===== src/rtl/cmp_irq_pkg.sv =====
package cmp_irq_pkg;

  typedef enum logic [1:0] {
    MODE_TOGGLE = 2'b00,
    MODE_RSVD   = 2'b01,
    MODE_FALL   = 2'b10,
    MODE_RISE   = 2'b11
  } edge_mode_e;

  localparam int unsigned REG_W    = 8;
  localparam int unsigned BIT_DIS  = 7;
  localparam int unsigned BIT_REF  = 6;
  localparam int unsigned BIT_OUT  = 5;
  localparam int unsigned BIT_FLAG = 4;
  localparam int unsigned BIT_EN   = 3;
  localparam int unsigned BIT_MUX  = 0;

endpackage


===== src/rtl/cmp_sync.sv =====
module cmp_sync #(
  parameter int unsigned STAGES = 2
) (
  input  logic clk_i,
  input  logic rst_ni,
  input  logic raw_i,
  input  logic hold_i,
  output logic sync_o
);

  logic [STAGES-1:0] stg_q;

  generate
    if (STAGES == 1) begin : g_one
      always_ff @(posedge clk_i or negedge rst_ni) begin
        if (!rst_ni)      stg_q <= '0;
        else if (!hold_i) stg_q <= raw_i;
      end
    end else begin : g_chain
      always_ff @(posedge clk_i or negedge rst_ni) begin
        if (!rst_ni)      stg_q <= '0;
        else if (!hold_i) stg_q <= {stg_q[STAGES-2:0], raw_i};
      end
    end
  endgenerate

  assign sync_o = stg_q[STAGES-1];


  hold_stable_chk: assert property (@(posedge clk_i) disable iff (!rst_ni)
    hold_i |=> $stable(sync_o));

endmodule


===== src/rtl/cmp_edge_det.sv =====
module cmp_edge_det
  import cmp_irq_pkg::*;
(
  input  logic       clk_i,
  input  logic       rst_ni,
  input  logic       sig_i,
  input  edge_mode_e mode_i,
  output logic       evt_o
);

  logic prev_q;

  always_ff @(posedge clk_i or negedge rst_ni) begin
    if (!rst_ni) prev_q <= 1'b0;
    else         prev_q <= sig_i;
  end

  always_comb begin
    unique case (mode_i)
      MODE_TOGGLE: evt_o = sig_i ^ prev_q;
      MODE_FALL:   evt_o = prev_q & ~sig_i;
      MODE_RISE:   evt_o = ~prev_q & sig_i;
      default:     evt_o = 1'b0;
    endcase
  end


  evt_change_chk: assert property (@(posedge clk_i) disable iff (!rst_ni)
    evt_o |-> (sig_i != prev_q));


  rsvd_quiet_chk: assert property (@(posedge clk_i) disable iff (!rst_ni)
    (mode_i == MODE_RSVD) |-> !evt_o);

endmodule


===== src/rtl/cmp_irq_flag.sv =====
module cmp_irq_flag (
  input  logic clk_i,
  input  logic rst_ni,
  input  logic set_i,
  input  logic clr_i,
  output logic flag_o
);

  logic flag_q;

  // set wins over clear so no event is lost
  always_ff @(posedge clk_i or negedge rst_ni) begin
    if (!rst_ni)     flag_q <= 1'b0;
    else if (set_i)  flag_q <= 1'b1;
    else if (clr_i)  flag_q <= 1'b0;
  end

  assign flag_o = flag_q;


  flag_set_chk: assert property (@(posedge clk_i) disable iff (!rst_ni)
    set_i |=> flag_o);


  flag_clr_chk: assert property (@(posedge clk_i) disable iff (!rst_ni)
    (clr_i && !set_i) |=> !flag_o);


  no_spurious_set_chk: assert property (@(posedge clk_i) disable iff (!rst_ni)
    (!flag_o && !set_i) |=> !flag_o);

endmodule


===== src/rtl/cmp_irq_ctrl.sv =====
module cmp_irq_ctrl
  import cmp_irq_pkg::*;
#(
  parameter int unsigned SYNC_STAGES = 2
) (
  input  logic             clk_i,
  input  logic             rst_ni,
  input  logic             cmp_raw_i,
  input  logic             wr_en_i,
  input  logic             addr_i,
  input  logic [REG_W-1:0] wdata_i,
  output logic [REG_W-1:0] rdata_o,
  input  logic             irq_ack_i,
  input  logic             gie_i,
  input  logic             adc_en_i,
  output logic             irq_o,
  output logic             pwr_down_o,
  output logic             pos_sel_ref_o,
  output logic             neg_sel_mux_o
);

  logic       dis_q, ref_q, en_q, mux_en_q;
  edge_mode_e mode_q;
  logic       sync_val, evt, flag, flag_clr;
  logic       wr_ctrl, wr_aux;
  logic       unused_wbits;

  assign wr_ctrl = wr_en_i & ~addr_i;
  assign wr_aux  = wr_en_i & addr_i;
  assign unused_wbits = ^{wdata_i[BIT_OUT], wdata_i[2], wdata_i[REG_W-1:1]};

  always_ff @(posedge clk_i or negedge rst_ni) begin
    if (!rst_ni) begin
      dis_q  <= 1'b0;
      ref_q  <= 1'b0;
      en_q   <= 1'b0;
      mode_q <= MODE_TOGGLE;
    end else if (wr_ctrl) begin
      dis_q  <= wdata_i[BIT_DIS];
      ref_q  <= wdata_i[BIT_REF];
      en_q   <= wdata_i[BIT_EN];
      mode_q <= edge_mode_e'(wdata_i[1:0]);
    end
  end

  always_ff @(posedge clk_i or negedge rst_ni) begin
    if (!rst_ni)     mux_en_q <= 1'b0;
    else if (wr_aux) mux_en_q <= wdata_i[BIT_MUX];
  end

  cmp_sync #(.STAGES(SYNC_STAGES)) u_sync (
    .clk_i  (clk_i),
    .rst_ni (rst_ni),
    .raw_i  (cmp_raw_i),
    .hold_i (dis_q),
    .sync_o (sync_val)
  );

  cmp_edge_det u_edge (
    .clk_i  (clk_i),
    .rst_ni (rst_ni),
    .sig_i  (sync_val),
    .mode_i (mode_q),
    .evt_o  (evt)
  );

  assign flag_clr = (wr_ctrl & wdata_i[BIT_FLAG]) | irq_ack_i;

  cmp_irq_flag u_flag (
    .clk_i  (clk_i),
    .rst_ni (rst_ni),
    .set_i  (evt),
    .clr_i  (flag_clr),
    .flag_o (flag)
  );

  always_comb begin
    rdata_o = '0;
    if (!addr_i) begin
      rdata_o[BIT_DIS]  = dis_q;
      rdata_o[BIT_REF]  = ref_q;
      rdata_o[BIT_OUT]  = sync_val;
      rdata_o[BIT_FLAG] = flag;
      rdata_o[BIT_EN]   = en_q;
      rdata_o[1:0]      = mode_q;
    end else begin
      rdata_o[BIT_MUX]  = mux_en_q;
    end
  end

  assign irq_o         = flag & en_q & gie_i;
  assign pwr_down_o    = dis_q;
  assign pos_sel_ref_o = ref_q;
  assign neg_sel_mux_o = mux_en_q & ~adc_en_i;

endmodule


===== config.mk =====
export PLATFORM = sky130hd
export DESIGN_NAME = cmp_irq_ctrl
export DESIGN_NICKNAME = d
export VERILOG_FILES = /design/src/rtl/cmp_irq_pkg.sv /design/src/rtl/cmp_sync.sv /design/src/rtl/cmp_edge_det.sv /design/src/rtl/cmp_irq_flag.sv /design/src/rtl/cmp_irq_ctrl.sv
export SDC_FILE = /design/constraint.sdc
export NUM_CORES = 1
export LEC_CHECK = 0
export ABC_CLOCK_PERIOD_IN_PS = 1300
export BUFFER_PORTS_ARGS = -buffer_cell sky130_fd_sc_hd__clkbuf_2
export CORE_UTILIZATION = 36
export CTS_BUF_LIST = sky130_fd_sc_hd__clkbuf_8 sky130_fd_sc_hd__clkbuf_16
export DETAILED_ROUTE_END_ITERATION = 10
export GPL_ROUTABILITY_DRIVEN = 0
export PLACE_DENSITY = 0.64
export SLEW_MARGIN = 20
export SYNTH_ARGS = -nofsm -noshare
export SYNTH_HDL_FRONTEND = slang
export SYNTH_SLANG_ARGS = --single-unit
export TNS_END_PERCENT = 30

===== constraint.sdc =====
create_clock -name clk_i -period 1.3 [get_ports clk_i]
set_input_delay 0.195 -clock clk_i [delete_from_list [all_inputs] [get_ports clk_i]]
set_output_delay 0.195 -clock clk_i [all_outputs]
set_load 0.005 [all_outputs]

[Yosys cells after proc, flatten, opt, wreduce, memory -nomap -nowiden]
Cells that the tools add are included.
Word-level totals
  register bits: 10
  output and inout bits: 12
Operators by class
  equality and inequality tests: 2
  mux-type cells: 6
  bitwise gates (word level): 14
  reductions and logical operators: 2
Operator list (number)
  $and 1x1->1: 8
  $mux 5: 1
  $eq 2x2->1 const B: 2
  $mux 1: 4
  $not 1->1: 4
  $pmux 1 s3: 1
  $logic_not 2->1: 1
  $reduce_bool 2->1: 1
  $or 1x1->1: 1
  $xor 1x1->1: 1

[Logic depth before layout (Yosys ltp)]
Gate-level depths: netlist of run 1.
  depth after elaboration: 6
  gate-level depth with buffers: 4

[Hierarchy]
From an unflattened synthesis of run 1, not the netlist that was laid out.
Second synthesis, totals
  cells, all modules: 43
  area total of the unflattened synthesis: 560.5 um^2
Modules (own cells, without submodules)
  cmp_irq_ctrl: instances 1, cells an instance 27, area each 356.6 um^2, sequential area each 150.1 um^2
  cmp_edge_det: instances 1, cells an instance 9, area each 95.1 um^2, sequential area each 25.0 um^2
  cmp_sync: instances 1, cells an instance 4, area each 72.6 um^2, sequential area each 50.0 um^2
  cmp_irq_flag: instances 1, cells an instance 3, area each 36.3 um^2, sequential area each 25.0 um^2

[Least setup slack after synthesis of run 1]
No wires, ideal clock.
  path kind: register to register
  start: reg u_sync.stg_q[1]
  end: reg u_flag.flag_q (netlist: u_flag.flag_o)
  library setup time: 0.124 ns
  data arrival time: 1.105 ns
  path slack: 0.071 ns
  cell stages (with the launch flop): 5
  path buffers: 0
  cell sequence: dfrtp_1 -> inv_1 -> ha_1 -> mux2_2 -> a211o_1
Between the ends
  longest elaborated chain between the ends: 4
Ends and longest elaborated chain
  start: declaration: line cmp_sync.sv:11  | logic [STAGES-1:0] stg_q;
  start signal: assignment: line cmp_sync.sv:22  | else if (!hold_i) stg_q <= {stg_q[STAGES-2:0], raw_i};
  $not 1->1: line cmp_edge_det.sv:21  | MODE_FALL: evt_o = prev_q & ~sig_i;
  $and 1x1->1: line cmp_edge_det.sv:21
  $pmux 1 s3 *: line cmp_edge_det.sv:19  | unique case (mode_i)
  $mux 1 or $reduce_bool 2->1 (tied branches)
  end signal: assignment: line cmp_irq_flag.sv:13  | if (!rst_ni) flag_q <= 1'b0;
  end signal: assignment: line cmp_irq_flag.sv:14  | else if (set_i) flag_q <= 1'b1;
  end signal: assignment: line cmp_irq_flag.sv:15  | else if (clr_i) flag_q <= 1'b0;
  end: declaration: line cmp_irq_flag.sv:9  | logic flag_q;
Every way passes the cells marked *; elsewhere a longest branch is shown, timed or not.
A chain may end at the register's enable or synchronous reset.

[Worst setup path after layout of run 1]
Same ends and word-level chain as after synthesis.

==> flow_summary_export.csv, run 1 <==
group,metric,value,unit
global_routing,antenna_found_initial,0,
die,io_pins,28,
global_routing,globalRoute.busiestLayer,"met2",
sta,slew_violations,0,
layout,final_util,55.3,%
place,dp_hpwl,742,µm
place,io_buffers,24,
yosys,syn_nets,59,
yosys,synth_top_family_by_area,"multiplexers",
yosys,avgSynthCellArea,13.0,µm²
sta,hold_ws,0.190,ns
routing,wl,1.02,mm
yosys,synth_xor_area_share,0,%
routing,routed_via_density,4.69,
routing,remaining_drc_errors,0,
layout,drive_gt1_share,68.6,%
layout,diodes,0,
die,coreArea,1330,µm²
layout,nets,89,
global_routing,grt_pass1_wl,1.51,mm
yosys,synth_compound_area_share,2.58,%
routing,wl_per_cell,12.0,µm
flow_run,cap_violations,0,
status,outcome,"finished clean",
layout,fin_area,737,µm²
global_routing,use_met2,26.2,%
worst_hold_path,min_path_type,"in2reg",
yosys,synth_fa_ha_area_share,4.68,%
global_routing,grt_use_total,15.5,%
sta,rsz0062_at_grt,"false",
yosys,synth_mux_area_share,24.6,%
yosys,yosys_warnings,0,
global_routing,grt_remaining_overflow,0,
global_routing,use_met3,6.67,%
clock_tree,htree_levels,1,
worst_setup_path,worstPathArrival,1.38,ns
power_and_ir_drop,ir_drop,0.793,mV
sta,finClkSkew,0.00368,ns
global_routing,grt.met1_usage,14.8,%
power_and_ir_drop,powerDensity,1510,nW/µm²
global_routing,grt_max_degree,11,
sta,finalHoldViolCount,0,
worst_setup_path,critPathCaptureType,"flop",
yosys,syn_area,534,µm²
power_and_ir_drop,power.leakage,0.401,nW
sta,fin_crit,1.26,ns
routing,drt_iter0_markers,1,
die,die_h,40.5,µm
routing,drtPass1Iterations,2,
sta,setup_tns,0,ns
yosys,ys_ff_latch,10,
yosys,synth_cell_types,18,
die,die_area,1640,µm²
sta,clock.fmax,792,MHz
yosys,syn_inst,41,
routing,final_antenna_net_count,0,
die,rows,13,
sta,setup_viol,0,
clock_tree,cts_buffers,3,
die,initial_core_util,40.1,%
global_routing,grt_pass1_vias,374,
layout,areaGrowthSynthToFinish,37.9,%
clock_tree,clockRootBuffer,"clkbuf_8",
place,dpl-instance-area,662,µm²
routing,dr_total_vias,399,
worst_setup_path,worstSetupStartpointType,"flop",
clock_tree,cts_tree,"done",
worst_setup_path,cp.required,1.42,ns
worst_setup_path,path_max_fanout,3,
clock_tree,clock_sinks,10,
worst_setup_path,path_class,"reg2reg",
yosys,seq_area_frac_synth,46.8,%
clock_tree,clk_pin_slew,0.05,ns
sta,fin_crit_sh,97.1,%
die,die_x,40.5,µm
yosys,synth_simple_gate_area_share,15.7,%
clock_tree,clock_latency,0.23,ns
power_and_ir_drop,power,1.12,mW
clock_tree,clk_path_buf_depth,2,
metrics by stage:
stage / instances / setup WS (ns)
after detailed placement: 79 / -0.00101
after CTS: 85 / 0.0163
after floorplan: 41 / 0.0708
after global placement: 79 / 0.0271
after global routing: 85 / 0.0122
final: 85 / 0.0378
flip-flops by register name, indices dropped and copies added, names as in the netlist:
name           flops
mode_q             2
u_sync.stg_q       2
en_q               1
mux_en_q           1
pos_sel_ref_o      1
pwr_down_o         1
u_edge.prev_q      1
u_flag.flag_o      1
cell type report:
| cell class | count | area [µm²] |
|---|---|---|
| clock buffer | 4 | 55.1 |
| fill | 126 | 597 |
| inverter | 2 | 7.51 |
| multi-input combinational | 27 | 260 |
| sequential | 10 | 250 |
| tap | 15 | 18.8 |
| timing repair buffer | 27 | 145 |
cells by family (layout without fill, tap and decap cells):
family / count (synthesis) / in the layout
compound gates: 2 / 2
fa+ha+maj: 2 / 2
buf+inv: 4 / 33
other cells: 1 / 1
flops: 10 / 10
simple gates: 12 / 12
mux: 10 / 10
final timing paths:
path                                 start              end  slack, ns  cells after the start
max                        u_sync.stg_q[1]    u_flag.flag_o       0.04                      3
min                             wdata_i[1]        mode_q[1]       0.19                      2
max reg2reg                u_sync.stg_q[1]    u_flag.flag_o       0.04                      3
min reg2reg                u_sync.stg_q[0]  u_sync.stg_q[1]       0.50                      1
max in group asynchronous           rst_ni    pos_sel_ref_o       0.71                      2
min in group asynchronous           rst_ni        mode_q[0]       0.38                      2
report_power, final:
| group | internal [mW] | switching (mW) | leakage [nW] | total, mW |
|---|---|---|---|---|
| Sequential | 0.382 | 0.0561 | 0.118 | 0.438 |
| Clock | 0.266 | 0.122 | 0.0288 | 0.388 |
| Combinational | 0.184 | 0.106 | 0.254 | 0.290 |
| Total | 0.832 | 0.284 | 0.401 | 1.12 |
cells in the mapped netlist:
cell / count / area, µm²
nand2b_1: 1 / 6.26
nor2b_2: 1 / 8.76
ha_1: 2 / 25.0
buf_4: 1 / 7.51
mux2_2: 5 / 56.3
a21oi_1: 1 / 5.00
nor3_1: 1 / 5.00
dfrtp_1: 10 / 250
buf_6: 1 / 11.3
a211o_1: 1 / 8.76
nor2b_1: 1 / 6.26
and2b_2: 5 / 43.8
mux2_4: 5 / 75.1
inv_1: 2 / 7.51
nor2_1: 1 / 3.75
and3_1: 1 / 6.26
nand2_1: 1 / 3.75
conb_1: 1 / 3.75
per-layer routing:
layer / up-vias / wire (µm) / part of all wire, %
met1: 187 / 426 / 42
met3: 2 / 66 / 6.5
li1: 193 / - / -
met4: 0 / 7 / 0.69
met2: 17 / 520 / 51
met5: - / 0 / 0
critical path, cell delays in order, from the launching register on:
cell     delay, ns
dfrtp_1       0.40
ha_1          0.21
mux2_2        0.26
a211o_1       0.28
what timing repair did:
item,in CTS,in global routing
setup endpoints to repair,1,1
setup buffers,1,0
hold buffers,1,0
endpoints found under the hold margin,10,0
gates resized for setup,0,2
cell usage in the layout (no fill, tap or decap):
cell           Yosys  final
a21oi_1            1      1
a211o_1            1      1
ha_2               0      1
nor2_1             1      1
and3_1             1      1
nand2_1            1      1
nand2b_1           1      1
nor2b_2            1      1
nor2b_1            1      1
dlygate4sd3_1      0      1
inv_2              0      1
conb_1             1      1
and2b_2            5      5
clkbuf_2           0     24
clkbuf_8           0      4
inv_1              2      1
nor3_1             1      1
dfrtp_1           10     10
mux2_2             5      5
buf_4              1      2
ha_1               2      1
mux2_4             5      5
No activity file was read; power rests on OpenSTA's default activity.
==> run 2: changes to the inputs <==
--- a/config.mk
+++ b/config.mk
@@ -8,10 +8,10 @@
 export ABC_CLOCK_PERIOD_IN_PS = 1300
 export BUFFER_PORTS_ARGS = -buffer_cell sky130_fd_sc_hd__clkbuf_2
 export CORE_UTILIZATION = 36
-export CTS_BUF_LIST = sky130_fd_sc_hd__clkbuf_8 sky130_fd_sc_hd__clkbuf_16
+export CTS_BUF_LIST = sky130_fd_sc_hd__clkbuf_4 sky130_fd_sc_hd__clkbuf_8
 export DETAILED_ROUTE_END_ITERATION = 10
 export GPL_ROUTABILITY_DRIVEN = 0
-export PLACE_DENSITY = 0.64
+export PLACE_DENSITY = 0.75
 export SLEW_MARGIN = 20
 export SYNTH_ARGS = -nofsm -noshare
 export SYNTH_HDL_FRONTEND = slang
==> run 2 against run 1 <==
Net effect:
- design area down 3.7%
- non-clock buffer count up 1
- sequential power about the same
- register-to-register slack about the same
- hold slack worse by 0.022 ns
- worst setup slack better by 0.0059 ns
- critical path type unchanged
- critical endpoint unchanged
==> flow_summary_export.csv, run 2 (same netlist as run 1, synthesis figures left out) <==
group,metric,value,unit
routing,final_antenna_net_count,0,
sta,hold_ws,0.167,ns
power_and_ir_drop,ir_drop,0.475,mV
sta,fin_crit,1.26,ns
place,dpl-instance-area,669,µm²
place,dp.cells,80,
routing,drtPass1Iterations,2,
layout,diodes,0,
clock_tree,clk_pin_slew,0.06,ns
layout,final_cell_count_no_fill,85,
worst_setup_path,cp.required,1.44,ns
global_routing,grt_pass1_wl,1.48,mm
worst_hold_path,min_path_type,"in2reg",
global_routing,grt_max_degree,11,
routing,wl_met3,59,µm
routing,remaining_drc_errors,0,
clock_tree,cts_tree,"done",
sta,slew_violations,0,
layout,final_common_cell,"clkbuf_2",
routing,wl_met2,556,µm
layout,nets,90,
sta,setup_tns,0,ns
layout,final_cell_mix,"clkbuf_2, dfrtp_1, and2b_2, mux2_2, mux2_4",
die,rows,13,
worst_setup_path,worstSetupStartpointType,"flop",
routing,drt_iter0_markers,2,
sta,setup_viol,0,
clock_tree,htree_levels,1,
layout,fin_area,709,µm²
routing,dr_total_vias,407,
die,initial_core_util,40.1,%
die,die_h,40.5,µm
layout,final_util,53.2,%
layout,drive_gt1_share,67.1,%
global_routing,antenna_found_initial,0,
die,io_pins,28,
clock_tree,clock_sinks,10,
power_and_ir_drop,power,0.924,mW
die,die_x,40.5,µm
routing,wl,1.02,mm
worst_setup_path,path_max_fanout,4,
power_and_ir_drop,powerDensity,1300,nW/µm²
sta,finClkSkew,0.000948,ns
clock_tree,cts_buffers,3,
clock_tree,clk_path_buf_depth,2,
clock_tree,clock_latency,0.26,ns
power_and_ir_drop,power.leakage,0.392,nW
routing,routed_via_density,4.79,
sta,finalHoldViolCount,0,
worst_setup_path,worstPathArrival,1.40,ns
clock_tree,clockRootBuffer,"clkbuf_4",
layout,areaGrowthSynthToFinish,32.8,%
place,pre_cts_ws,-0.00215,ns
die,coreArea,1330,µm²
routing,wl_per_cell,12.0,µm
status,outcome,"finished clean",
global_routing,grt_remaining_overflow,0,
place,io_buffers,24,
worst_setup_path,path_class,"reg2reg",
sta,fin_crit_sh,96.6,%
worst_setup_path,critPathCaptureType,"flop",
routing,wl_met1,409,µm
flow_run,cap_violations,0,
layout,top_regs,"mode_q x2, u_sync.stg_q x2",
sta,clock.fmax,796,MHz
routing,top_layer,"met3",
global_routing,grt_pass1_vias,365,
sta,worst_slack,0.0437,ns
global_routing,grt_use_total,14.9,%
die,die_area,1640,µm²
==> run 2: cell count changes in the layout (fill, tap and decap cells not counted), sizes merged <==
| cell | before | now |
|---|---|---|
| buf | 2 | 3 |
| clkbuf | 28 | 27 |
==> run 2: per-layer routing <==
metal	global-route usage (%)	up-vias
met5	0	-
met4	7.50	0
met3	6.67	0
met2	26.6	17
met1	14.0	195
li1	-	195
==> run 2: timing repair <==
action | 4_1_cts | 5_1_grt
setup buffers | 1 | 1
gates cloned | 0 | 0
hold buffers | 1 | 0
hold endpoints to repair | 10 | 0
gates resized for setup | 1 | 0
pin swaps | 0 | 1
setup endpoints to repair | 2 | 1
==> run 2: where the power goes <==
group / switching [mW] / internal (mW) / total, mW
Clock: 0.0951 / 0.106 / 0.202
Combinational: 0.102 / 0.183 / 0.285
Sequential: 0.0573 / 0.381 / 0.438
==> run 2: area by class of cell <==
cell class	count	area, µm²
fill	126	624
inverter	2	7.51
clock buffer	3	22.5
tap	15	18.8
timing repair buffer	28	153
multi-input combinational	27	258
sequential	10	250
==> run 2: critical path: stages (launching register included) <==
cell     delay, ns
dfrtp_1       0.40
inv_2         0.05
ha_1          0.18
mux2_2        0.26
a211o_1       0.25
==> run 2: path summary, 6_finish.rpt <==
path	slack (ns)	start	cells after the start	to
max	0.04	u_sync.stg_q[1]	4	u_flag.flag_o
min	0.17	wdata_i[6]	2	pos_sel_ref_o
max reg2reg	0.04	u_sync.stg_q[1]	4	u_flag.flag_o
min reg2reg	0.46	u_sync.stg_q[1]	0	u_edge.prev_q
max in group asynchronous	0.77	rst_ni	2	u_edge.prev_q
min in group asynchronous	0.33	rst_ni	2	u_flag.flag_o
